$ cat src/rtl/quad_sine_pkg.sv
package quad_sine_pkg;

  // Strobes passed from the control pipeline to the datapath
  typedef struct packed {
    logic mirrorNow;  // invert the quadrant address of the incoming phase
    logic load1;      // capture a table read
    logic load2;      // capture the signed result
    logic negate2;    // sign for the word held in stage one
  } sineCtrl_t;

  // Quadrant magnitude at index idx of depth, scaled to magW bits, half-step offset
  function automatic int quarterSineMag(int idx, int depth, int magW);
    real x;
    real term;
    real acc;
    real amp;
    x    = (real'(idx) + 0.5) * 3.14159265358979 / (2.0 * real'(depth));
    term = x;
    acc  = x;
    for (int n = 1; n < 9; n++) begin
      term = -term * x * x / real'((2 * n) * (2 * n + 1));
      acc  = acc + term;
    end
    amp = real'((1 << magW) - 1);
    return int'(acc * amp);
  endfunction

endpackage

$ cat src/rtl/quad_sine_ctrl.sv
module quad_sine_ctrl
  import quad_sine_pkg::*;
(
  input  logic      clk,
  input  logic      rstN,
  input  logic      phaseValid,
  input  logic [1:0] phaseTop,
  output sineCtrl_t ctrl,
  output logic      outValid
);

  logic stg1Valid;
  logic stg1Neg;
  logic outValidQ;

  always_ff @(posedge clk or negedge rstN) begin
    if (!rstN) begin
      stg1Valid <= 1'b0;
      stg1Neg   <= 1'b0;
      outValidQ <= 1'b0;
    end else begin
      stg1Valid <= phaseValid;
      outValidQ <= stg1Valid;
      if (phaseValid) stg1Neg <= phaseTop[1];
    end
  end

  always_comb begin
    ctrl.mirrorNow = phaseTop[0];
    ctrl.load1     = phaseValid;
    ctrl.load2     = stg1Valid;
    ctrl.negate2   = stg1Neg;
  end

  assign outValid = outValidQ;

  AST_VALID_DROPS: assert property (@(posedge clk) disable iff (!rstN)
    !phaseValid |-> ##2 !outValid);

endmodule

$ cat src/rtl/quad_sine_dp.sv
module quad_sine_dp
  import quad_sine_pkg::*;
#(
  parameter int ADDR_W   = 6,
  parameter int SAMPLE_W = 12
) (
  input  logic                clk,
  input  logic                rstN,
  input  sineCtrl_t           ctrl,
  input  logic [ADDR_W-1:0]   phaseIdx,
  output logic [SAMPLE_W-1:0] sample
);

  localparam int MAG_W = SAMPLE_W - 1;
  localparam int DEPTH = 1 << ADDR_W;
  localparam logic [SAMPLE_W-1:0] MOST_NEG = {1'b1, {MAG_W{1'b0}}};

  logic [MAG_W-1:0]    romTable [DEPTH];
  logic [ADDR_W-1:0]   romAddr;
  logic [MAG_W-1:0]    romMag;
  logic [SAMPLE_W-1:0] magExt;
  logic [SAMPLE_W-1:0] signedVal;

  // One quadrant of magnitudes, computed at elaboration
  for (genvar gi = 0; gi < DEPTH; gi++) begin : g_rom
    localparam int ENTRY = quarterSineMag(gi, DEPTH, MAG_W);
    assign romTable[gi] = MAG_W'(ENTRY);
  end

  assign romAddr   = phaseIdx ^ {ADDR_W{ctrl.mirrorNow}};
  assign magExt    = {1'b0, romMag};
  assign signedVal = (magExt ^ {SAMPLE_W{ctrl.negate2}})
                   + {{(SAMPLE_W-1){1'b0}}, ctrl.negate2};

  always_ff @(posedge clk or negedge rstN) begin
    if (!rstN) begin
      romMag <= '0;
      sample <= '0;
    end else begin
      if (ctrl.load1) romMag <= romTable[romAddr];
      if (ctrl.load2) sample <= signedVal;
    end
  end

  AST_HOLD_IDLE: assert property (@(posedge clk) disable iff (!rstN)
    !ctrl.load2 |=> $stable(sample));
  AST_NO_MOST_NEG: assert property (@(posedge clk) disable iff (!rstN)
    sample != MOST_NEG);

endmodule

$ cat src/rtl/quad_sine_lut.sv
module quad_sine_lut
  import quad_sine_pkg::*;
#(
  parameter int PHASE_W  = 8,
  parameter int SAMPLE_W = 12
) (
  input  logic                clk,
  input  logic                rstN,
  input  logic [PHASE_W-1:0]  phaseIn,
  input  logic                phaseValid,
  output logic [SAMPLE_W-1:0] sampleOut,
  output logic                sampleValid
);

  localparam int ADDR_W = PHASE_W - 2;

  sineCtrl_t ctrl;

  quad_sine_ctrl ctrl_i (
    .clk       (clk),
    .rstN      (rstN),
    .phaseValid(phaseValid),
    .phaseTop  (phaseIn[PHASE_W-1:PHASE_W-2]),
    .ctrl      (ctrl),
    .outValid  (sampleValid)
  );

  quad_sine_dp #(
    .ADDR_W  (ADDR_W),
    .SAMPLE_W(SAMPLE_W)
  ) dp_i (
    .clk     (clk),
    .rstN    (rstN),
    .ctrl    (ctrl),
    .phaseIdx(phaseIn[ADDR_W-1:0]),
    .sample  (sampleOut)
  );

  AST_VALID_LATENCY: assert property (@(posedge clk) disable iff (!rstN)
    phaseValid |-> ##2 sampleValid);
  AST_SIGN_NEG: assert property (@(posedge clk) disable iff (!rstN)
    (phaseValid && phaseIn[PHASE_W-1]) |-> ##2 sampleOut[SAMPLE_W-1]);
  AST_SIGN_POS: assert property (@(posedge clk) disable iff (!rstN)
    (phaseValid && !phaseIn[PHASE_W-1]) |-> ##2 !sampleOut[SAMPLE_W-1]);

endmodule

$ cat config.mk
export PLATFORM = sky130hd
export DESIGN_NAME = quad_sine_lut
export DESIGN_NICKNAME = d
export VERILOG_FILES = /design/src/rtl/quad_sine_pkg.sv /design/src/rtl/quad_sine_ctrl.sv /design/src/rtl/quad_sine_dp.sv /design/src/rtl/quad_sine_lut.sv
export SDC_FILE = /design/constraint.sdc
export NUM_CORES = 1
export LEC_CHECK = 0
export BUFFER_PORTS_ARGS = -buffer_cell sky130_fd_sc_hd__buf_2
export CAP_MARGIN = 5
export CORE_ASPECT_RATIO = 1.2
export CORE_MARGIN = 2
export CORE_UTILIZATION = 55
export DETAILED_ROUTE_END_ITERATION = 7
export PLACE_DENSITY = 0.82
export SETUP_SLACK_MARGIN = 0.1
export SLEW_MARGIN = 20
export SYNTH_ARGS = -nofsm -noshare
export SYNTH_HDL_FRONTEND = slang
export SYNTH_SLANG_ARGS = --single-unit
$ cat constraint.sdc
create_clock -name clk -period 2.8 [get_ports clk]
set_input_delay 0.56 -clock clk [delete_from_list [all_inputs] [get_ports clk]]
set_output_delay 0.56 -clock clk [all_outputs]
set_load 0.02 [all_outputs]
# Word-level counts from Yosys, hierarchy flattened
# Memories as Yosys holds them, arrays and structs flattened. A register that Yosys moved wholly into a read port is not among the register bits.
# Cells that the tools add are included.
[op_classes] n_addsub=1 bitwise=3 n_reduce_logical=1
[ops] operator="12-bit by 1-bit adder with 12-bit output" count=1
[ops] operator="11-bit by 12-bit bitwise XOR with 12-bit output" count=1
[ops] operator="6-bit NOT with 7-bit output" count=1
[ops] operator="6-bit bitwise XOR" count=1
[ops] operator="1-bit zero test" count=1
[word_totals] ff_bits=15 romBits=704 elab_cells=10 mem_count=1
[memory_table] memory="(no name shown)" words=64 word_bits=11 rd=1 rd_clocked_by_memory_dff=1 write_ports=0 line_no="quad_sine_dp.sv:40" rtl="if (ctrl.load1) romMag <= romTable[romAddr];"

# Logic depth before layout (Yosys ltp)
# Gate-level depths: netlist (run 1).
[depth] ltp_word=2 depth_mapped=11 mapped_depth_nobuf=8

# By module
# From an unflattened synthesis (run 1), not the netlist that was laid out.
[unflattened] cells_unflattened=466 hier_area_um2=3499.6
[by_module_without_submodules] module="quad_sine_dp" instances=1 cells_each=458 area_each_um2=3379.5
[by_module_without_submodules] module="quad_sine_ctrl" instances=1 cells_each=8 area_each_um2=120.1

# Least setup slack after synthesis (run 1)
# OpenSTA, ideal clock, no wires.
[synth_timing] kind="in2reg" startpoint="input port phaseIn[0]" endpoint="register dp_i.romMag[7]" setup_ps=140 arrival_ps=2646 required_ps=2660 path_slack_ps=13 cell_stages=10 path_cell_list="buf_2 -> clkbuf_1 -> xnor2_1 -> inv_1 -> ha_1 -> clkbuf_1 -> mux4_2 -> a22o_1 -> a31oi_1 -> o221ai_1"
[synth_between] elab_chain_len=2
[synth_rtl] item="start: declaration" line_no="quad_sine_lut.sv:9" rtl="input logic [PHASE_W-1:0] phaseIn,"
[synth_rtl] item="6-bit bitwise XOR" line_no="quad_sine_dp.sv:30" rtl="assign romAddr = phaseIdx ^ {ADDR_W{ctrl.mirrorNow}};"
[synth_rtl] item="6-bit NOT with 7-bit output (implied by the code)" line_no="quad_sine_dp.sv:40"
[synth_rtl] item="end: declaration" line_no="quad_sine_dp.sv:20" rtl="logic [MAG_W-1:0] romMag;"
# Every way passes these cells.
# A chain may end at the register's enable or synchronous reset.

# Worst setup path after layout (run 1)
[layout_timing] startpoint="input port phaseIn[6]" endpoint="register dp_i.romMag[3]"
# Same word-level chain as after synthesis.

==> reports/metrics.yaml, run 1 <==
worst_setup_path:
  worst_setup_path_end_kind: "flop"
  arrival_ns: 2.64
  path_delay_family: "compound AO/OA/AOI/OAI gates"
  critPathKind: "in2reg"
  crit_chain: "buf_2, xnor2_2, inv_1, ha_1, a221oi_1, nor2_1, a2111oi_0, buf_4, a211oi_1"
  slowest_delay_ns: 0.47
  worstPathRequired_ns: 2.95
  startpoint_type: "input pin"
  crit_path_top_delay_cell: "sky130_fd_sc_hd__a2111oi_0"
  crit_buf_inv: 3
  top_fanout_value_on_the_critical_path: 11
floorplan:
  floorplan.io_pins: 24
  rows: 31
  initial_standard_cell_utilization_of_the_core_pct: 56.44
  chipHeight_um: 90.04
  core_region_area_um2: 6012
  die_area_um2: 6816
  chipWidth_um: 75.70
routing:
  routed_length_on_met3_um: 855
  dr.pass1.iters: 7
  initialDrtViolationCount: 409
  drt_drc_violations_left: 0
  wl_per_cell_um: 21.60
  dr_wl_met2_um: 5689
  finalWirelength_um: 11510
  antenna_violating_nets_post_route: 0
  route.detailed.vias_per_inst: 6.897
  top_signal_layer_used: "met4"
  via_count: 3676
  wl_met1_um: 4314
grt:
  antenna_found_initial: 0
  grt_util_all_layers_pct: 34.29
  first_global_vias: 3436
  grt_first_pass_wirelength_um: 17950
  grt_overflow: 0
  largest_net_degree_at_the_start_of_global_routing: 27
power:
  cellInternalPower_mw: 0.9155
  ir_worst_vdd_v: 0.0002175
  sw_frac_of_total_pct: 42.73
  pwr-share-comb_pct: 51.4
  share_clk_of_total_power_pct: 15.2
  total_power_after_layout_mw: 1.599
  powerDensity_nw_per_um2: 431.2
  net_load_switching_power_mw: 0.6832
  power.share.sequential_pct: 33.4
  power.static_leakage_nw: 1.467
timing:
  fin_skew_ns: 0.003448
  layout_worst_path_cycle_share_pct: 88.81
  fmaxAchievable_mhz: 402.2
  grt_setup_unrepaired: "no"
  hold_viol: 0
  finalCriticalPeriod_ns: 2.487
  worst_pin_slew_ns: 0.6335
  final_slew_violations: 0
  setup_viols_final: 0
  totalNegativeSetupSlack_ns: 0
  relSlewSlack_pct: 57.77
layout:
  antenna_cells: 0
  drive_above_1_share_pct: 19.73
  number_of_inserted_filler_cells_in_the_final_layout: 557
  syn_to_final_growth_pct: 9.255
  finish.net_count: 475
synthesis:
  synthesis.nets: 460
  synthDistinctLibCells: 70
  gate_count_after_technology_mapping: 437
  avgSynthCellArea_um2: 7.765
  ys.flop_type: "sky130_fd_sc_hd__dfrtp_1"
  synth.cell_area_um2: 3393
  number_of_enable_flip_flop_cells_after_synthesis: 0
  number_of_storage_elements_in_the_synthesis_netlist: 26
  synthesis_warnings: 0
  async_flop_share_pct: 100.0
  portion_of_the_post_synthesis_area_used_by_sequential_elements_pct: 19.17
flow_run:
  maxCapViolations: 0
clock_network:
  clock_path_buffers: 2
  numCtsBuffers: 3
  clock_insertion_delay_worst_skew_ns: 0.27
  tritoncts: "built"
  path_clk_slew_ns: 0.09
  htreeDepth: 1
  cts.sinks: 26
  postCtsSetupRepairBufs: 0
  cts_hold_buf: 0
  ctsRootBufferMaster: "sky130_fd_sc_hd__clkbuf_8"
  cts_repair_resize_count: 0
placed_design:
  gp_congestion: 1.022
  place_hpwl_um: 8842
  numPortBuffers: 23
hold_path:
  timing.hold.worst.class: "in2async"
outcome:
  outcome: "finished clean"
==> cells in the final DEF (no fill, tap or decap), types with 12 or more instances in the layout <==
cell,synthesis,final
sky130_fd_sc_hd__a31oi_1,13,13
sky130_fd_sc_hd__dfrtp_1,26,26
sky130_fd_sc_hd__nand2_1,25,25
sky130_fd_sc_hd__nor2_1,32,32
sky130_fd_sc_hd__buf_2,22,23
sky130_fd_sc_hd__a21oi_1,30,30
sky130_fd_sc_hd__mux2i_1,12,12
sky130_fd_sc_hd__o21ai_0,28,28
sky130_fd_sc_hd__buf_4,2,31
sky130_fd_sc_hd__nand2b_1,19,19
sky130_fd_sc_hd__ha_1,12,12
==> per-layer routing <==
layer	up-vias	GRT usage, %
li1	1656	-
met1	1749	42.28
met2	220	56.16
met3	51	4.036
met4	0	18.57
met5	-	0
==> power groups by stage <==
stage | Clock [mW] | Combinational (mW) | Sequential (mW)
3_3_place_gp | 0 | 0.795 | 0.535
5_1_grt | 0.263 | 0.887 | 0.550
3_5_place_dp | 0 | 0.808 | 0.542
6_report | 0.244 | 0.822 | 0.534
2_1_floorplan | 0 | 0.507 | 0.585
4_1_cts | 0.244 | 0.811 | 0.534
==> path summary, 6_finish.rpt <==
path / endpoint / startpoint / depth (start not counted) / slack [ns]
setup / recovery: dp_i.romMag[3]$_DFFE_PN0P_ / phaseIn[6] / 9 / 0.31
hold / removal: dp_i.sample[4]$_DFFE_PN0P_ / rstN / 1 / 0.26
setup reg to reg: dp_i.sample[6]$_DFFE_PN0P_ / ctrl_i.stg1Neg$_DFFE_PN0P_ / 7 / 0.74
hold reg to reg: dp_i.sample[5]$_DFFE_PN0P_ / dp_i.sample[5]$_DFFE_PN0P_ / 1 / 0.51
max in group asynchronous: dp_i.romMag[7]$_DFFE_PN0P_ / rstN / 1 / 2.17
min in group clk: dp_i.sample[5]$_DFFE_PN0P_ / dp_i.sample[5]$_DFFE_PN0P_ / 1 / 0.51
==> sequential cells by signal (all words and copies together), names as in the netlist <==
register          count
dp_i.sample          12
dp_i.romMag          11
ctrl_i.outValid       1
ctrl_i.stg1Neg        1
ctrl_i.stg1Valid      1
==> metrics by stage <==
stage / util (%) / hold WS (ns) / cells / setup WS [ns] / instance area [um2]
after global placement: 60.75 / 0.4856 / 529 / 0.07477 / 3652
after detailed placement: 60.75 / 0.4901 / 529 / 0.02515 / 3652
after floorplan: - / 0.2644 / 437 / 0.1263 / 3410
final: 61.66 / 0.2643 / 533 / 0.3134 / 3707
after CTS: 61.66 / 0.2907 / 533 / 0.3067 / 3707
after global routing: 61.66 / 0.3157 / 533 / 0.1308 / 3707
==> area by class of cell <==
cell class	count	area [um2]	area share [%]
tap	82	102.6	2.767
sequential	26	650.6	17.55
clock buffer	4	55.05	1.485
multi-input combinational	351	2475	66.76
timing repair buffer	55	367.9	9.922
inverter	15	56.30	1.519
==> Yosys cell counts (all sizes together) (8+ instances only) <==
library cell	count	area, um2
nor2	33	131.4
a21oi	30	150.1
o21ai	29	145.1
buf	28	162.7
dfrtp	26	650.6
nand2	25	93.84
nand2b	19	118.9
clkbuf	17	63.81
inv	14	52.55
a31oi	13	81.33
ha	12	150.1
mux2i	12	120.1
nor2b	11	68.82
o22ai	11	75.07
xnor2	11	96.34
a211oi	9	67.56
mux2	9	101.4
a22oi	8	60.06
and2	8	50.05
nor3	8	40.04
xor2	8	70.07
==> cell families (layout without fill, tap and decap cells) <==
family / after synthesis / after routing / synth area share (%)
adders and majority gates: 12 / 12 / 4.425
and+or+nand+nor: 141 / 141 / 22.75
buffers and inverters: 60 / 74 / 8.333
xor gates and xnor gates: 19 / 19 / 4.904
AOI/OAI and AO/OA: 155 / 155 / 31.90
DFF: 26 / 26 / 19.17
muxes: 24 / 24 / 8.518
Power figures use the tool's default switching activity.
==> run 2, diff against run 1 <==
- CELL_PAD_IN_SITES_DETAIL_PLACEMENT: not set -> 1
- CELL_PAD_IN_SITES_GLOBAL_PLACEMENT: not set -> 1
- CORE_UTILIZATION: 55 -> 46
- PLACE_DENSITY: 0.82 -> 0.89
==> run 2 against run 1 <==
Net effect:
- maximum frequency is 3.9% higher
- critical path depth decreased by 1
- non-clock buffer count fell by 6
- count of clock-buffer cells in the layout stayed put
- die area is 19% higher
- total power is 0.75% higher
- design area decreased by 1.3%
- via count increased by 0.33%
- global-route usage fell by 1.8 points
- wire length increased by 9.8%
==> reports/metrics.yaml, run 2 (synthesis results as in run 1) <==
outcome:
  outcome: "finished clean"
worst_setup_path:
  rr_startpoint: "dp_i.romMag[0]$_DFFE_PN0P_"
  startpoint_type: "input pin"
  top_fanout_value_on_the_critical_path: 11
  worst_setup_path_end_kind: "flop"
  cp-startpoint: "phaseIn[6]"
  arrival_ns: 2.54
  critPathKind: "in2reg"
  worstPathRequired_ns: 2.95
timing:
  worst_pin_slew_ns: 0.6165
  grt_setup_unrepaired: "no"
  worst_hold_slack_ns: 0.2803
  final_slew_violations: 0
  totalNegativeSetupSlack_ns: 0
  fin_skew_ns: 0.005432
  setup_viols_final: 0
  hold_viol: 0
  relSlewSlack_pct: 58.90
  final_critical_path_setup_slack_ns: 0.4078
  fmaxAchievable_mhz: 418.0
  finalCriticalPeriod_ns: 2.392
  layout_worst_path_cycle_share_pct: 85.43
layout:
  top_regs: "dp_i.sample (12), dp_i.romMag (11)"
  largest_reg_flops: 12
  layout.cells.non_filler: 535
  drive_above_1_share_pct: 18.65
  antenna_cells: 0
  finish.net_count: 469
  utilization_pct: 50.91
  syn_to_final_growth_pct: 7.854
  layout.cells.most_common_list: "sky130_fd_sc_hd__nor2_1, sky130_fd_sc_hd__a21oi_1, sky130_fd_sc_hd__o21ai_0"
  largest-register: "dp_i.sample"
  total_non_filler_cell_area_in_the_finished_layout_um2: 3660
  mostFrequentLayoutCell: "sky130_fd_sc_hd__nor2_1"
floorplan:
  die_area_um2: 8083
  floorplan.io_pins: 24
  chipWidth_um: 82.41
  chipHeight_um: 98.09
  initial_standard_cell_utilization_of_the_core_pct: 47.20
  rows: 34
  core_region_area_um2: 7189
placed_design:
  gp_congestion: 1.044
  numPortBuffers: 23
  place_hpwl_um: 9468
  place_ws_ns: 0.1258
  dpl-instance-area_um2: 3605
  placed_cells: 531
routing:
  dr.pass1.iters: 5
  via_count: 3688
  route.detailed.vias_per_inst: 6.893
  finalWirelength_um: 12640
  drt_drc_violations_left: 0
  initialDrtViolationCount: 239
  antenna_violating_nets_post_route: 0
  wl_per_cell_um: 23.63
grt:
  grt_util_all_layers_pct: 32.53
  first_global_vias: 3678
  antenna_found_initial: 0
  grt_first_pass_wirelength_um: 19990
  largest_net_degree_at_the_start_of_global_routing: 27
  grt_overflow: 0
clock_network:
  cts_hold_buf: 0
  postCtsSetupRepairBufs: 0
  clock_path_buffers: 2
  path_clk_slew_ns: 0.09
  cts_repair_resize_count: 0
  tritoncts: "built"
  numCtsBuffers: 3
  htreeDepth: 1
  ctsRootBufferMaster: "sky130_fd_sc_hd__clkbuf_8"
  cts.sinks: 26
  clock_insertion_delay_worst_skew_ns: 0.28
power:
  ir_worst_vdd_v: 0.0004014
  powerDensity_nw_per_um2: 440.1
  total_power_after_layout_mw: 1.611
  power.static_leakage_nw: 1.433
hold_path:
  timing.hold.worst.class: "in2async"
flow_run:
  maxCapViolations: 0
[run 2: changes by cell type in the layout (fill, tap and decap cells not counted), sizes merged]
cell	before	now
buf	55	49
[run 2: area by class of cell]
class / count / area, um2
inverter: 15 / 56.30
timing repair buffer: 49 / 310.3
clock buffer: 4 / 55.05
sequential: 26 / 650.6
tap: 90 / 112.6
multi-input combinational: 351 / 2475
fill: 900 / 3530
[run 2: path summary, 6_finish.rpt]
path	end	slack, ns	depth (start not counted)
hold reg to reg	dp_i.sample[2]$_DFFE_PN0P_	0.52	1
setup / recovery	dp_i.romMag[7]$_DFFE_PN0P_	0.41	8
setup reg to reg	dp_i.sample[6]$_DFFE_PN0P_	0.67	7
max in group asynchronous	dp_i.romMag[1]$_DFFE_PN0P_	2.13	1
min in group clk	ctrl_i.stg1Neg$_DFFE_PN0P_	0.49	3
hold / removal	ctrl_i.outValid$_DFF_PN0_	0.28	1
[run 2: layer usage]
| layer | global-route usage [%] | share of wire (%) | vias up |
|---|---|---|---|
| met5 | 0 | 0 | - |
| met4 | 16.28 | 5.4 | 0 |
| met3 | 3.512 | 7.2 | 58 |
| met2 | 54.16 | 49 | 201 |
| met1 | 40.62 | 38 | 1787 |
| li1 | - | - | 1642 |
[run 2: where the power goes]
group          internal (mW)  switching (mW)
clock                  0.126           0.125
sequential             0.456          0.0772
combinational          0.323           0.504
total                  0.905           0.706
[run 2: critical path, stage by stage]
cell                       delay (ns)
sky130_fd_sc_hd__buf_2           0.15
sky130_fd_sc_hd__xnor2_2         0.29
sky130_fd_sc_hd__inv_1           0.15
sky130_fd_sc_hd__ha_1            0.39
sky130_fd_sc_hd__mux4_2          0.50
sky130_fd_sc_hd__a22o_1          0.24
sky130_fd_sc_hd__a31oi_1         0.14
sky130_fd_sc_hd__o221ai_1        0.11
==> run 3, diff against run 2 <==
- PLACE_DENSITY: 0.89 -> 0.9
- SYNTH_HIERARCHICAL: not set -> 1
==> run 3 against run 2 <==
Net effect:
- setup slack better by 0.0013 ns
- clock power is 4% higher
- cell count is 4.1% higher
- core utilization is 1.4 points higher
- flip-flop and latch count stayed put
- wire length is 14% higher
- critical path depth is 1 lower
- critical path type unchanged
- critical endpoint is now dp_i/romMag[8]$_DFFE_PN0P_
- largest cell class unchanged
==> reports/metrics.yaml, run 3 <==
outcome:
  outcome: "finished clean"
grt:
  grt_first_pass_wirelength_um: 22650
  grt_overflow: 0
  first_global_vias: 4027
  antenna_found_initial: 0
  largest_net_degree_at_the_start_of_global_routing: 54
  grt_util_all_layers_pct: 34.58
floorplan:
  core_region_area_um2: 7317
  die_area_um2: 8325
  rows: 34
  chipWidth_um: 83.63
  chipHeight_um: 99.55
  initial_standard_cell_utilization_of_the_core_pct: 47.83
  floorplan.io_pins: 24
worst_setup_path:
  crit_buf_inv: 2
  arrival_ns: 2.55
  crit_path_top_delay_cell: "sky130_fd_sc_hd__buf_4"
  slowest_delay_ns: 0.48
  startpoint_type: "input pin"
  worstPathRequired_ns: 2.96
  crit_chain: "buf_2, buf_4, nand3b_1, a2bb2oi_1, o221ai_1, nor2_1, or3_1"
  critPathKind: "in2reg"
  path_delay_family: "simple AND/OR/NAND/NOR gates"
  worst_setup_path_end_kind: "flop"
  top_fanout_value_on_the_critical_path: 52
synthesis:
  avgSynthCellArea_um2: 7.510
  post-synth-top-area-cell: "sky130_fd_sc_hd__dfrtp_1"
  synth_top_family_by_area: "compound AO/OA/AOI/OAI gates"
  number_of_storage_elements_in_the_synthesis_netlist: 26
  post_synth_simple_gate_area_pct: 22.81
  synthDistinctLibCells: 82
  post_synth_xor_area_fraction_pct: 5.256
  portion_of_the_post_synthesis_area_used_by_sequential_elements_pct: 18.59
  synth.area.mux_share_pct: 8.044
  synthesis.nets: 489
  synthesis_warnings: 6
  gate_count_after_technology_mapping: 466
  number_of_enable_flip_flop_cells_after_synthesis: 0
  ys.flop_type: "sky130_fd_sc_hd__dfrtp_1"
  post_synth_main_area_contributors: "sky130_fd_sc_hd__dfrtp_1, sky130_fd_sc_hd__a21oi_1, sky130_fd_sc_hd__ha_1, sky130_fd_sc_hd__o21ai_0, sky130_fd_sc_hd__buf_2"
  async_flop_share_pct: 100.0
  synth.cell_area_um2: 3500
  synth_top_area_share_pct: 18.59
  leading_cell_types_by_count_after_synthesis: "sky130_fd_sc_hd__nor2_1, sky130_fd_sc_hd__a21oi_1, sky130_fd_sc_hd__nand2_1"
  synth_compound_gate_area_share_pct: 31.96
  synthAdderAreaFrac_pct: 4.290
  synth.most_common_cell: "sky130_fd_sc_hd__nor2_1"
routing:
  drt_drc_violations_left: 0
  via_count: 3971
  initialDrtViolationCount: 405
  finalWirelength_um: 14450
  route.detailed.vias_per_inst: 7.129
  antenna_violating_nets_post_route: 0
  wl_per_cell_um: 25.94
  dr.pass1.iters: 5
layout:
  drive_above_1_share_pct: 18.42
  finish.net_count: 491
  number_of_inserted_filler_cells_in_the_final_layout: 935
  sequential_cell_area_um2: 650.6
  mostFrequentLayoutCell: "sky130_fd_sc_hd__nor2_1"
  layout.cells.most_common_list: "sky130_fd_sc_hd__nor2_1, sky130_fd_sc_hd__nand2_1, sky130_fd_sc_hd__a21oi_1, sky130_fd_sc_hd__o21ai_0, sky130_fd_sc_hd__dfrtp_1"
  total_non_filler_cell_area_in_the_finished_layout_um2: 3829
  syn_to_final_growth_pct: 9.403
  largest_reg_flops: 12
  top_regs: "dp_i/sample (12), dp_i/romMag (11)"
  area_occupied_by_multi_input_gates_um2: 2621
  antenna_cells: 0
  largest-register: "dp_i/sample"
timing:
  setup_viols_final: 0
  finalCriticalPeriod_ns: 2.391
  grt_setup_unrepaired: "no"
  fmaxAchievable_mhz: 418.3
  fin_skew_ns: 0.008285
  relSlewSlack_pct: 46.03
  worst_pin_slew_ns: 0.8079
  final_slew_violations: 0
  worst_hold_slack_ns: 0.2834
  layout_worst_path_cycle_share_pct: 85.39
  hold_viol: 0
clock_network:
  path_clk_slew_ns: 0.10
  cts_repair_resize_count: 0
  clock_path_buffers: 2
  cts_hold_buf: 0
  postCtsSetupRepairBufs: 0
  numCtsBuffers: 3
  clock_insertion_delay_worst_skew_ns: 0.28
  ctsRootBufferMaster: "sky130_fd_sc_hd__clkbuf_8"
  tritoncts: "built"
  htreeDepth: 1
  cts.sinks: 26
flow_run:
  maxCapViolations: 0
power:
  ir_worst_vdd_v: 0.0003687
  powerDensity_nw_per_um2: 454.3
  power.static_leakage_nw: 1.494
  total_power_after_layout_mw: 1.739
placed_design:
  dpl-instance-area_um2: 3774
  gp_congestion: 1.111
  place_hpwl_um: 10740
  numPortBuffers: 23
hold_path:
  timing.hold.worst.class: "in2async"
run 3: cell count changes in the layout (fill, tap and decap cells not counted), sizes merged, moves of 4 or more:
cell,before,now
nand2b,19,11
a211oi,9,2
nand3,5,12
inv,14,19
nand2,25,30
o22ai,11,16
a32oi,0,4
o211ai,7,3
o21ai,29,33
o2bb2ai,0,4
run 3: metal layers:
metal  vias to the layer above  share of wire, %  GRT usage [%]
met5                         -                 0              0
met4                         0               6.1          19.35
met3                        61               8.5          6.141
met2                       235                49          59.82
met1                      1927                37          40.33
li1                       1748                 -              -
run 3: area by class of cell:
| type | instances | share of cell area (%) |
|---|---|---|
| multi-input cells | 370 | 68.46 |
| well taps | 90 | 2.941 |
| inverters | 19 | 1.928 |
| flip-flops and latches | 26 | 16.99 |
| clock buffers | 4 | 1.438 |
| repair buffers | 48 | 8.235 |
run 3: path summary, 6_finish.rpt:
path,start,end,slack (ns),cells past startpoint
max in group asynchronous,rstN,dp_i/romMag[4]$_DFFE_PN0P_,2.11,1
worst min-delay path,rstN,dp_i/sample[9]$_DFFE_PN0P_,0.28,1
worst min register to register,dp_i/sample[8]$_DFFE_PN0P_,dp_i/sample[8]$_DFFE_PN0P_,0.52,1
min in group clk,dp_i/sample[8]$_DFFE_PN0P_,dp_i/sample[8]$_DFFE_PN0P_,0.52,1
worst max register to register,ctrl_i/stg1Neg$_DFFE_PN0P_,dp_i/sample[11]$_DFFE_PN0P_,0.61,6
worst max-delay path,phaseIn[6],dp_i/romMag[8]$_DFFE_PN0P_,0.41,7
run 3: through the flow:
| step | worst slack (ns) | std cells | TNS [ns] | utilization, % |
|---|---|---|---|---|
| 4_1_cts | 0.4739 | 557 | 0 | 52.33 |
| 3_3_place_gp | 0.2348 | 553 | 0 | 51.57 |
| 6_report | 0.4091 | 557 | 0 | 52.33 |
| 2_1_floorplan | -0.01823 | 466 | -0.01823 | - |
| 3_5_place_dp | 0.1684 | 553 | 0 | 51.57 |
| 5_1_grt | 0.3144 | 557 | 0 | 52.33 |
run 3: cells by family after synthesis:
kind of cell / Yosys count
simple gates: 150
compound gates: 162
xor+xnor: 21
flops: 26
fa+ha+maj: 12
mux: 25
buf+inv: 70
run 3: power by group:
| part | switching (mW) | total [mW] | leakage [nW] | internal [mW] |
|---|---|---|---|---|
| logic | 0.563 | 0.923 | 1.17 | 0.360 |
| registers | 0.0915 | 0.556 | 0.298 | 0.464 |
| clock network | 0.135 | 0.261 | 0.0288 | 0.126 |
